`src/rtl/sdg_pkg.sv`:
```
package sdg_pkg;
  typedef enum logic [2:0] {
    OP_NOP,
    OP_ACT,
    OP_RD,
    OP_WR,
    OP_PRE,
    OP_REF,
    OP_BAD
  } op_e;
endpackage

```
`src/rtl/sdg_decode.sv`:
```
module sdg_decode
  import sdg_pkg::*;
(
  input  logic cs_n,
  input  logic ras_n,
  input  logic cas_n,
  input  logic we_n,
  output op_e  op
);
  always_comb begin
    if (cs_n) begin
      op = OP_NOP;
    end else begin
      case ({ras_n, cas_n, we_n})
        3'b111:  op = OP_NOP;
        3'b011:  op = OP_ACT;
        3'b101:  op = OP_RD;
        3'b100:  op = OP_WR;
        3'b010:  op = OP_PRE;
        3'b001:  op = OP_REF;
        default: op = OP_BAD;
      endcase
    end
  end
endmodule

```
`src/rtl/sdg_act_space.sv`:
```
module sdg_act_space #(
  parameter int RRD_CYC = 2
) (
  input  logic clk,
  input  logic rst_n,
  input  logic act_go,
  output logic space_ok
);
  localparam int CW = $clog2(RRD_CYC + 1);
  typedef logic [CW-1:0] cnt_t;
  localparam cnt_t SAT = cnt_t'(RRD_CYC);

  cnt_t gap_q, gap_d;

  always_comb begin
    if (act_go)            gap_d = cnt_t'(RRD_CYC - 1);
    else if (gap_q != '0)  gap_d = gap_q - cnt_t'(1);
    else                   gap_d = gap_q;
  end

  always_ff @(posedge clk or negedge rst_n) begin
    if (!rst_n) gap_q <= '0;
    else        gap_q <= gap_d;
  end

  assign space_ok = (gap_q == '0);

  // independent age tracker for the spacing check
  cnt_t age_q;
  always_ff @(posedge clk or negedge rst_n) begin
    if (!rst_n)           age_q <= SAT;
    else if (act_go)      age_q <= cnt_t'(1);
    else if (age_q != SAT) age_q <= age_q + cnt_t'(1);
  end


  act_spacing_chk: assert property (@(posedge clk) disable iff (!rst_n)
    act_go |-> (age_q >= SAT));
endmodule

```
`src/rtl/sdg_bank.sv`:
```
module sdg_bank #(
  parameter int ROW_W     = 11,
  parameter int RCD_CYC   = 3,
  parameter int RAS_CYC   = 6,
  parameter int RC_CYC    = 9,
  parameter int RP_CYC    = 3,
  parameter int WR_CYC    = 2,
  parameter int BURST_LEN = 4,
  parameter int CAS_LAT   = 3
) (
  input  logic             clk,
  input  logic             rst_n,
  input  logic             act_go,
  input  logic             col_go,
  input  logic             col_wr,
  input  logic             col_ap,
  input  logic             pre_go,
  input  logic             ref_go,
  input  logic [ROW_W-1:0] row_in,
  output logic             idle_ok,
  output logic             col_ok,
  output logic             pre_ok,
  output logic             is_open,
  output logic [ROW_W-1:0] row_q
);
  // read: launch sits CAS_LAT-1 cycles ahead of the last beat on the bus
  localparam int RD_AP_DLY = (BURST_LEN + CAS_LAT - 1) - (CAS_LAT - 1);
  // write: launch sits WR_CYC cycles after the last data beat
  localparam int WR_AP_DLY = BURST_LEN - 1 + WR_CYC;
  localparam int SPAN = RCD_CYC + RAS_CYC + RC_CYC + RP_CYC + WR_AP_DLY + RD_AP_DLY;
  localparam int CW = $clog2(SPAN + 1);
  typedef logic [CW-1:0] cnt_t;
  localparam cnt_t SAT = cnt_t'(SPAN);

  function automatic cnt_t step_down(input cnt_t v);
    return (v == '0) ? '0 : v - cnt_t'(1);
  endfunction

  logic open_q, open_d;
  logic ap_q, ap_d;
  cnt_t rcd_q, rcd_d, ras_q, ras_d, rc_q, rc_d, rp_q, rp_d, apc_q, apc_d;
  logic ap_fire, pre_start;

  always_comb begin
    ap_fire   = ap_q && (apc_q == '0) && (ras_q == '0);
    pre_start = (pre_go && open_q) || ap_fire;

    open_d = open_q;
    if (act_go)         open_d = 1'b1;
    else if (pre_start) open_d = 1'b0;

    rcd_d = act_go ? cnt_t'(RCD_CYC - 1) : step_down(rcd_q);
    ras_d = act_go ? cnt_t'(RAS_CYC - 1) : step_down(ras_q);
    rc_d  = (act_go || ref_go) ? cnt_t'(RC_CYC - 1) : step_down(rc_q);
    rp_d  = pre_start ? cnt_t'(RP_CYC - 1) : step_down(rp_q);

    ap_d  = ap_q;
    apc_d = step_down(apc_q);
    if (col_go && col_ap) begin
      ap_d  = 1'b1;
      apc_d = col_wr ? cnt_t'(WR_AP_DLY - 1) : cnt_t'(RD_AP_DLY - 1);
    end else if (ap_fire) begin
      ap_d = 1'b0;
    end
  end

  always_ff @(posedge clk or negedge rst_n) begin
    if (!rst_n) begin
      open_q <= 1'b0;
      ap_q   <= 1'b0;
      rcd_q  <= '0;
      ras_q  <= '0;
      rc_q   <= '0;
      rp_q   <= '0;
      apc_q  <= '0;
      row_q  <= '0;
    end else begin
      open_q <= open_d;
      ap_q   <= ap_d;
      rcd_q  <= rcd_d;
      ras_q  <= ras_d;
      rc_q   <= rc_d;
      rp_q   <= rp_d;
      apc_q  <= apc_d;
      if (act_go) row_q <= row_in;
    end
  end

  assign idle_ok = !open_q && (rp_q == '0) && (rc_q == '0);
  assign col_ok  = open_q && (rcd_q == '0) && !ap_q;
  assign pre_ok  = !open_q || ((ras_q == '0) && !ap_q);
  assign is_open = open_q;

  // independent ages: cycles since activate and since precharge start
  cnt_t act_age_q, idle_age_q;
  always_ff @(posedge clk or negedge rst_n) begin
    if (!rst_n) begin
      act_age_q  <= '0;
      idle_age_q <= SAT;
    end else begin
      if (act_go)                 act_age_q <= cnt_t'(1);
      else if (act_age_q != SAT)  act_age_q <= act_age_q + cnt_t'(1);
      if (pre_start)              idle_age_q <= cnt_t'(1);
      else if (idle_age_q != SAT) idle_age_q <= idle_age_q + cnt_t'(1);
    end
  end


  act_opens_chk: assert property (@(posedge clk) disable iff (!rst_n)
    act_go |=> (open_q && (row_q == $past(row_in))));

  rcd_gap_chk: assert property (@(posedge clk) disable iff (!rst_n)
    col_go |-> (act_age_q >= cnt_t'(RCD_CYC)));

  ras_gap_chk: assert property (@(posedge clk) disable iff (!rst_n)
    pre_start |-> (act_age_q >= cnt_t'(RAS_CYC)));

  rp_gap_chk: assert property (@(posedge clk) disable iff (!rst_n)
    act_go |-> (idle_age_q >= cnt_t'(RP_CYC)));
endmodule

```
`src/rtl/sdram_bank_guard.sv`:
```
module sdram_bank_guard
  import sdg_pkg::*;
#(
  parameter int NUM_BANKS = 4,
  parameter int ROW_W     = 11,
  parameter int RCD_CYC   = 3,
  parameter int RAS_CYC   = 6,
  parameter int RC_CYC    = 9,
  parameter int RP_CYC    = 3,
  parameter int RRD_CYC   = 2,
  parameter int WR_CYC    = 2,
  parameter int BURST_LEN = 4,
  parameter int CAS_LAT   = 3,
  localparam int BANK_W   = $clog2(NUM_BANKS)
) (
  input  logic                       clk,
  input  logic                       rst_n,
  input  logic                       req_valid,
  input  logic                       req_cs_n,
  input  logic                       req_ras_n,
  input  logic                       req_cas_n,
  input  logic                       req_we_n,
  input  logic [BANK_W-1:0]          req_bank,
  input  logic                       req_a10,
  input  logic [ROW_W-1:0]           req_row,
  output logic                       req_grant,
  output logic                       req_reject,
  output logic [NUM_BANKS-1:0]       bank_open,
  output logic [NUM_BANKS*ROW_W-1:0] open_row
);
  // reset: asserted at once, released after two edges
  logic [1:0] rst_pipe;
  logic       rst_core_n;
  always_ff @(posedge clk or negedge rst_n) begin
    if (!rst_n) rst_pipe <= '0;
    else        rst_pipe <= {rst_pipe[0], 1'b1};
  end
  assign rst_core_n = rst_pipe[1];

  op_e op;
  sdg_decode u_decode (
    .cs_n  (req_cs_n),
    .ras_n (req_ras_n),
    .cas_n (req_cas_n),
    .we_n  (req_we_n),
    .op    (op)
  );

  logic [NUM_BANKS-1:0] act_go, col_go, pre_go, idle_ok, col_ok, pre_ok;
  logic ref_go, space_ok, legal, accept;

  always_comb begin
    case (op)
      OP_NOP:        legal = 1'b1;
      OP_ACT:        legal = idle_ok[req_bank] && space_ok;
      OP_RD, OP_WR:  legal = col_ok[req_bank];
      OP_PRE:        legal = req_a10 ? (&pre_ok) : pre_ok[req_bank];
      OP_REF:        legal = &idle_ok;
      default:       legal = 1'b0;
    endcase
    accept = req_valid && legal;
    ref_go = accept && (op == OP_REF);
  end

  assign req_grant  = accept;
  assign req_reject = req_valid && !legal;

  sdg_act_space #(.RRD_CYC(RRD_CYC)) u_space (
    .clk      (clk),
    .rst_n    (rst_core_n),
    .act_go   (|act_go),
    .space_ok (space_ok)
  );

  for (genvar b = 0; b < NUM_BANKS; b++) begin : g_bank
    logic hit;
    assign hit       = (req_bank == BANK_W'(b));
    assign act_go[b] = accept && (op == OP_ACT) && hit;
    assign col_go[b] = accept && ((op == OP_RD) || (op == OP_WR)) && hit;
    assign pre_go[b] = accept && (op == OP_PRE) && (req_a10 || hit);

    sdg_bank #(
      .ROW_W     (ROW_W),
      .RCD_CYC   (RCD_CYC),
      .RAS_CYC   (RAS_CYC),
      .RC_CYC    (RC_CYC),
      .RP_CYC    (RP_CYC),
      .WR_CYC    (WR_CYC),
      .BURST_LEN (BURST_LEN),
      .CAS_LAT   (CAS_LAT)
    ) u_bank (
      .clk     (clk),
      .rst_n   (rst_core_n),
      .act_go  (act_go[b]),
      .col_go  (col_go[b]),
      .col_wr  (op == OP_WR),
      .col_ap  (req_a10),
      .pre_go  (pre_go[b]),
      .ref_go  (ref_go),
      .row_in  (req_row),
      .idle_ok (idle_ok[b]),
      .col_ok  (col_ok[b]),
      .pre_ok  (pre_ok[b]),
      .is_open (bank_open[b]),
      .row_q   (open_row[b*ROW_W +: ROW_W])
    );
  end


  pre_all_closes_chk: assert property (@(posedge clk) disable iff (!rst_core_n)
    (req_grant && (op == OP_PRE) && req_a10) |=> (bank_open == '0));

  refresh_idle_chk: assert property (@(posedge clk) disable iff (!rst_core_n)
    (req_grant && (op == OP_REF)) |-> (bank_open == '0));

  bad_code_chk: assert property (@(posedge clk) disable iff (!rst_core_n)
    (req_valid && (op == OP_BAD)) |-> req_reject);
endmodule

```
`config.mk`:
```
export PLATFORM = sky130hd
export DESIGN_NAME = sdram_bank_guard
export DESIGN_NICKNAME = d
export VERILOG_FILES = /design/src/rtl/sdg_pkg.sv /design/src/rtl/sdg_decode.sv /design/src/rtl/sdg_act_space.sv /design/src/rtl/sdg_bank.sv /design/src/rtl/sdram_bank_guard.sv
export SDC_FILE = /design/constraint.sdc
export NUM_CORES = 1
export LEC_CHECK = 0
export ABC_AREA = 1
export BUFFER_PORTS_ARGS = -buffer_cell sky130_fd_sc_hd__clkbuf_2
export CELL_PAD_IN_SITES_DETAIL_PLACEMENT = 1
export CELL_PAD_IN_SITES_GLOBAL_PLACEMENT = 1
export CORE_MARGIN = 2
export CORE_UTILIZATION = 48
export DETAILED_ROUTE_END_ITERATION = 10
export PLACE_DENSITY = 0.89
export SLEW_MARGIN = 20
export SYNTH_ARGS = -nofsm -noshare
export SYNTH_HDL_FRONTEND = slang
export SYNTH_SLANG_ARGS = --single-unit
```
`constraint.sdc`:
```
create_clock -name clk -period 13.43 [get_ports clk]
set_input_delay 2.686 -clock clk [delete_from_list [all_inputs] [get_ports clk]]
set_output_delay 2.686 -clock clk [all_outputs]
set_load 0.1 [all_outputs]
```
## Yosys cells after proc, flatten, opt, wreduce, memory -nomap -nowiden

Index checks and enable logic that the tools add are counted.

| word-level totals | value |
|---|---|
| bits in registers | 156 |
| logic and storage cells | 257 |

| cells by class | value |
|---|---|
| add/subtract/negate cells | 21 |
| order comparisons | 1 |
| mux-type cells | 69 |
| reduce and logical (&&, ||, !) cells | 118 |
| equality and inequality tests | 14 |

Operators with widths:

| cell | number |
|---|---|
| 5-bit two-way mux | 40 |
| 5-bit logical NOT | 20 |
| 5-bit by 1-bit subtractor with 5-bit output (second input constant) | 20 |
| 1-bit logical AND | 55 |
| 1-bit two-way mux | 20 |
| 2-bit nonzero test | 10 |
| 3-bit case mux with 6 select lines | 1 |
| 1-bit logical OR | 17 |
| 3-bit equality test (second input constant) | 5 |
| 3-bit by 2-bit equality test with 1-bit output (second input constant) | 4 |
| 1-bit logical NOT | 9 |
| 4-bit AND reduction | 2 |
| 1-bit binary-select mux with 2-bit select | 3 |
| 3-bit by 1-bit equality test with 1-bit output (second input constant) | 2 |
| 3-bit two-way mux | 2 |
| 1-bit case mux with 5 select lines | 1 |
| 2-bit equality test (second input constant) | 2 |
| 2-bit logical NOT | 2 |
| 2-bit two-way mux | 2 |
| 4-bit OR reduction | 1 |
| 3-bit logical NOT | 1 |
| 2-bit by 3-bit less-than comparator with 1-bit output (second input constant) | 1 |
| 2-bit by 1-bit equality test with 1-bit output (second input constant) | 1 |
| 2-bit OR reduction | 1 |
| 2-bit by 1-bit subtractor with 2-bit output (second input constant) | 1 |

## Longest topological paths before layout

| logic depth | value |
|---|---|
| depth after elaboration | 14 |
| depth in mapped cells | 15 |
| gate-level depth less buffers | 14 |

## Hierarchy

A second synthesis with hierarchy kept.

| second synthesis, totals | value |
|---|---|
| cell total of the unflattened synthesis | 837 |
| area, all modules | 7193.1 µm² |

Modules (own cells, without submodules):

| module | sequential area each (µm²) | area an instance (µm²) | instances | cells each |
|---|---|---|---|---|
| sdg_bank | 950.9 | 1646.6 | 4 | 180 |
| sdram_bank_guard | 50.0 | 450.4 | 1 | 91 |
| sdg_act_space | 50.0 | 107.6 | 1 | 14 |
| sdg_decode | 0.0 | 48.8 | 1 | 12 |

## Worst setup path before layout

OpenSTA, ideal clock, no wires.

| timing path | value |
|---|---|
| path type | input to output |
| start point | input req_we_n |
| end point | output req_grant |
| path slack | 5696 ps |
| data arrival time | 5048 ps |
| cell stages on the path | 6 |
| buffers on the path | 0 |
| cell sequence | inv_1 > nor4_4 > nand3_1 > nor2_1 > nor2_1 > a21oi_1 |

| on the way | value |
|---|---|
| word-level cells in the longest chain between the ends | 7 |
| elaborated cells between the ends (all ways) | 17 |
| classes of those cells | 11 x eq/ne; 3 x mux; 3 x reduce/logical |

RTL lines:

| element | RTL line | source |
|---|---|---|
| start: declaration | sdram_bank_guard.sv:22 | `input logic req_we_n,` |
| 3-bit by 1-bit equality test with 1-bit output, or another cell as far along | sdg_decode.sv:14 | `case ({ras_n, cas_n, we_n})` |
| 3-bit case mux with 6 select lines (*) | sdg_decode.sv:14 |  |
| 3-bit two-way mux (*) | sdg_decode.sv:11 | `if (cs_n) begin` |
| 3-bit by 2-bit equality test with 1-bit output | sdram_bank_guard.sv:53 | `case (op)` |
| 2-bit OR reduction | sdram_bank_guard.sv:53 |  |
| 1-bit case mux with 5 select lines (*) | sdram_bank_guard.sv:53 |  |
| 1-bit logical AND (*) | sdram_bank_guard.sv:61 | `accept = req_valid && legal;` |
| end: declaration | sdram_bank_guard.sv:26 | `output logic req_grant,` |

Mark *: on every way between the ends. The rest lies on a longest branch, timed or not.

## Worst setup path in the final report

Ends and elaborated chain as after synthesis.

==> results.json <==
{
  "path_clk_slew_ns": 0.06,
  "power.leakage_uw": 0.004907,
  "syn_avg_cell_area_um2": 8.323,
  "drc": 0,
  "reg2reg_to": "g_bank[3].u_bank.row_q[10]$_DFFE_PN0N_",
  "vias": 6280,
  "peakVddDrop_v": 0.0001117,
  "yosysWarnings": 0,
  "clock-sinks": 156,
  "io_buffers": 70,
  "syn_to_final_growth_pct": 15.52,
  "drtPass1Iterations": 4,
  "via_per_inst": 5.118,
  "start_util": 0.4866,
  "clock_path_buffers": 2,
  "holdWs_ns": 0.3409,
  "final_nets": 1056,
  "hpwl_um": 14270,
  "grt_max_degree": 62,
  "ys_top_cells_by_count": "inv_1 (196), nand2_1 (164), dfrtp_1 (156)",
  "r2r.worst_path.cells": 12,
  "die_area_um2": 17010,
  "p_total_uw": 2174,
  "yosysUniqueCellTypes": 32,
  "tightestPinTransition_ns": 0.8096,
  "start_kind": "input port",
  "cts_hold_buf": 0,
  "end_kind": "output pin",
  "gp_congestion": 0.8676,
  "ctsResizeCount": 0,
  "status": "finished, final reports clean",
  "r2r-start": "g_bank[2].u_bank.rc_q[0]$_DFF_PN0_",
  "maxCapViolations": 0,
  "postCtsSetupRepairBufs": 0,
  "wl_um": 20630,
  "setup-violations-final": 0,
  "synth_ff_type": "dfrtp_1",
  "cts_buffers": 17,
  "worstSkewPairLatency_ns": 0.44,
  "rrSetupSlack_ns": 10.47,
  "h-tree-depth": 4,
  "fp.dieH_um": 130.4,
  "hold_violations": 0,
  "synth_edf_count": 0,
  "synthArstFlopShare": 1.000,
  "crit_fanout": 7,
  "relSlewSlack": 0.4561,
  "min_path_type": "reg -> async",
  "fmax_ghz": 0.1357,
  "ios": 71,
  "clock_skew_ns": 0.007850,
  "syn_inst": 922,
  "die_x_um": 130.4,
  "yosysTopAreaCell": "dfrtp_1",
  "finalSetupTns_ns": 0,
  "syn_nets": 980,
  "antenna_found_initial": 0,
  "grt_pass1_vias": 6967,
  "drive_gt1_frac": 0.1118,
  "drv_slew": 0,
  "grt_usage": 0.2624,
  "p_per_area_nw_per_um2": 245.2,
  "synth_area_leaders": "dfrtp_1 (51%), inv_1 (9.6%), nand2_1 (8.0%)",
  "seq_area_frac_synth": 0.5087,
  "arrival_ns": 4.68,
  "path_class": "in -> out",
  "coreArea_um2": 15770,
  "period_minus_slack_ns": 7.367,
  "synth-seq-cells": 156,
  "cts_tree": "done",
  "n_antenna_cell": 0,
  "ant_nets": 0,
  "grt_pass1_wl_um": 34530,
  "drt-initial-drc-count": 304,
  "cts-root-buf": "clkbuf_16",
  "grt_overflow": 0,
  "rsz0062_at_grt": "no",
  "netlist_area_um2": 7674,
  "period_share": 0.5486,
  "avgRoutedWirePerCell_um": 16.81,
  "netlist.area_leader.share": 0.5087,
  "critPathRequiredTime_ns": 10.74,
  "yosysMostFrequentCell": "inv_1",
  "rows": 46
}
worst max-delay path, stage by stage:
cell and delay, ns:
clkbuf_2 0.12, inv_1 0.08, nor4_4 0.44, nand3_1 0.13
nor2_1 0.11, nor2_1 0.08, a21oi_1 0.46, clkbuf_2 0.57
cell type report:
class | count | area (µm²)
Tap cell | 216 | 270.3
Inverter | 196 | 735.7
Clock buffer | 17 | 425.4
Multi-Input combinational cell | 552 | 2939
Fill cell | 1941 | 6905
Clock inverter | 15 | 198.9
Sequential cell | 156 | 3908
Timing Repair Buffer | 75 | 387.9
stage by stage:
step	utilization	worst slack, ns	instance area, µm²	std cells
floorplan	-	5.696	7674	922
CTS	0.5621	6.072	8865	1227
global placement	0.5225	6.145	8240	1195
detailed placement	0.5225	6.086	8240	1195
global route	0.5621	5.823	8865	1227
finish	0.5621	6.063	8865	1227
placed cells by master (no fill, tap or decap), drive strengths merged:
cell / n
o21ai: 71
nor3: 12
nand4: 25
nor3b: 1
and3: 1
a31oi: 8
clkbuf: 87
ha: 37
buf: 5
nand3: 59
nor2: 106
a41oi: 2
nand2: 165
bufinv: 3
a21oi: 11
o211ai: 6
nand3b: 4
inv: 205
clkinv: 1
nor4: 8
clkinvlp: 2
o31ai: 5
xor2: 20
o21bai: 1
or2: 2
dfrtp: 156
xnor2: 7
conb: 1
kinds of logic after synthesis:
| logic type | synth area share |
|---|---|
| AOI/OAI and AO/OA | 0.07403 |
| xor gates and xnor gates | 0.03082 |
| other | 0.0004887 |
| and+or+nand+nor | 0.2173 |
| DFF | 0.5087 |
| adders and majority gates | 0.06033 |
| buffers and inverters | 0.1083 |
per-layer routing:
| metal | global-route usage | vias up | part of all wire |
|---|---|---|---|
| met2 | 0.4706 | 121 | 0.52 |
| met4 | 0.08698 | 0 | 0.020 |
| li1 | - | 3027 | - |
| met1 | 0.3068 | 3097 | 0.42 |
| met5 | 0 | - | 0 |
| met3 | 0.06963 | 35 | 0.046 |
worst max path at each step:
stage	start	end	slack, ns	cells after the start
after floorplan	req_we_n	req_grant	5.70	6
after global placement	req_we_n	req_grant	6.15	8
after detailed placement	req_we_n	req_grant	6.09	8
after CTS	req_we_n	req_grant	6.07	8
after global routing	req_we_n	req_grant	5.82	8
final	req_we_n	req_grant	6.06	8
report_power, final:
part / leakage [µW] / switching, µW / total, µW / internal, µW
Clock: 0.000303 / 216 / 516 / 300
Combinational: 0.00266 / 597 / 888 / 291
Sequential: 0.00195 / 119 / 771 / 652
Total: 0.00491 / 931 / 2170 / 1240
sequential cells by signal, indices dropped and copies added, names as in the netlist:
register / flops
g_bank.u_bank.ap_q: 4
g_bank.u_bank.apc_q: 20
g_bank.u_bank.is_open: 4
g_bank.u_bank.ras_q: 20
g_bank.u_bank.rc_q: 20
g_bank.u_bank.rcd_q: 20
g_bank.u_bank.row_q: 44
g_bank.u_bank.rp_q: 20
rst_pipe: 2
u_space.gap_q: 2
Power figures use the tool's default switching activity.
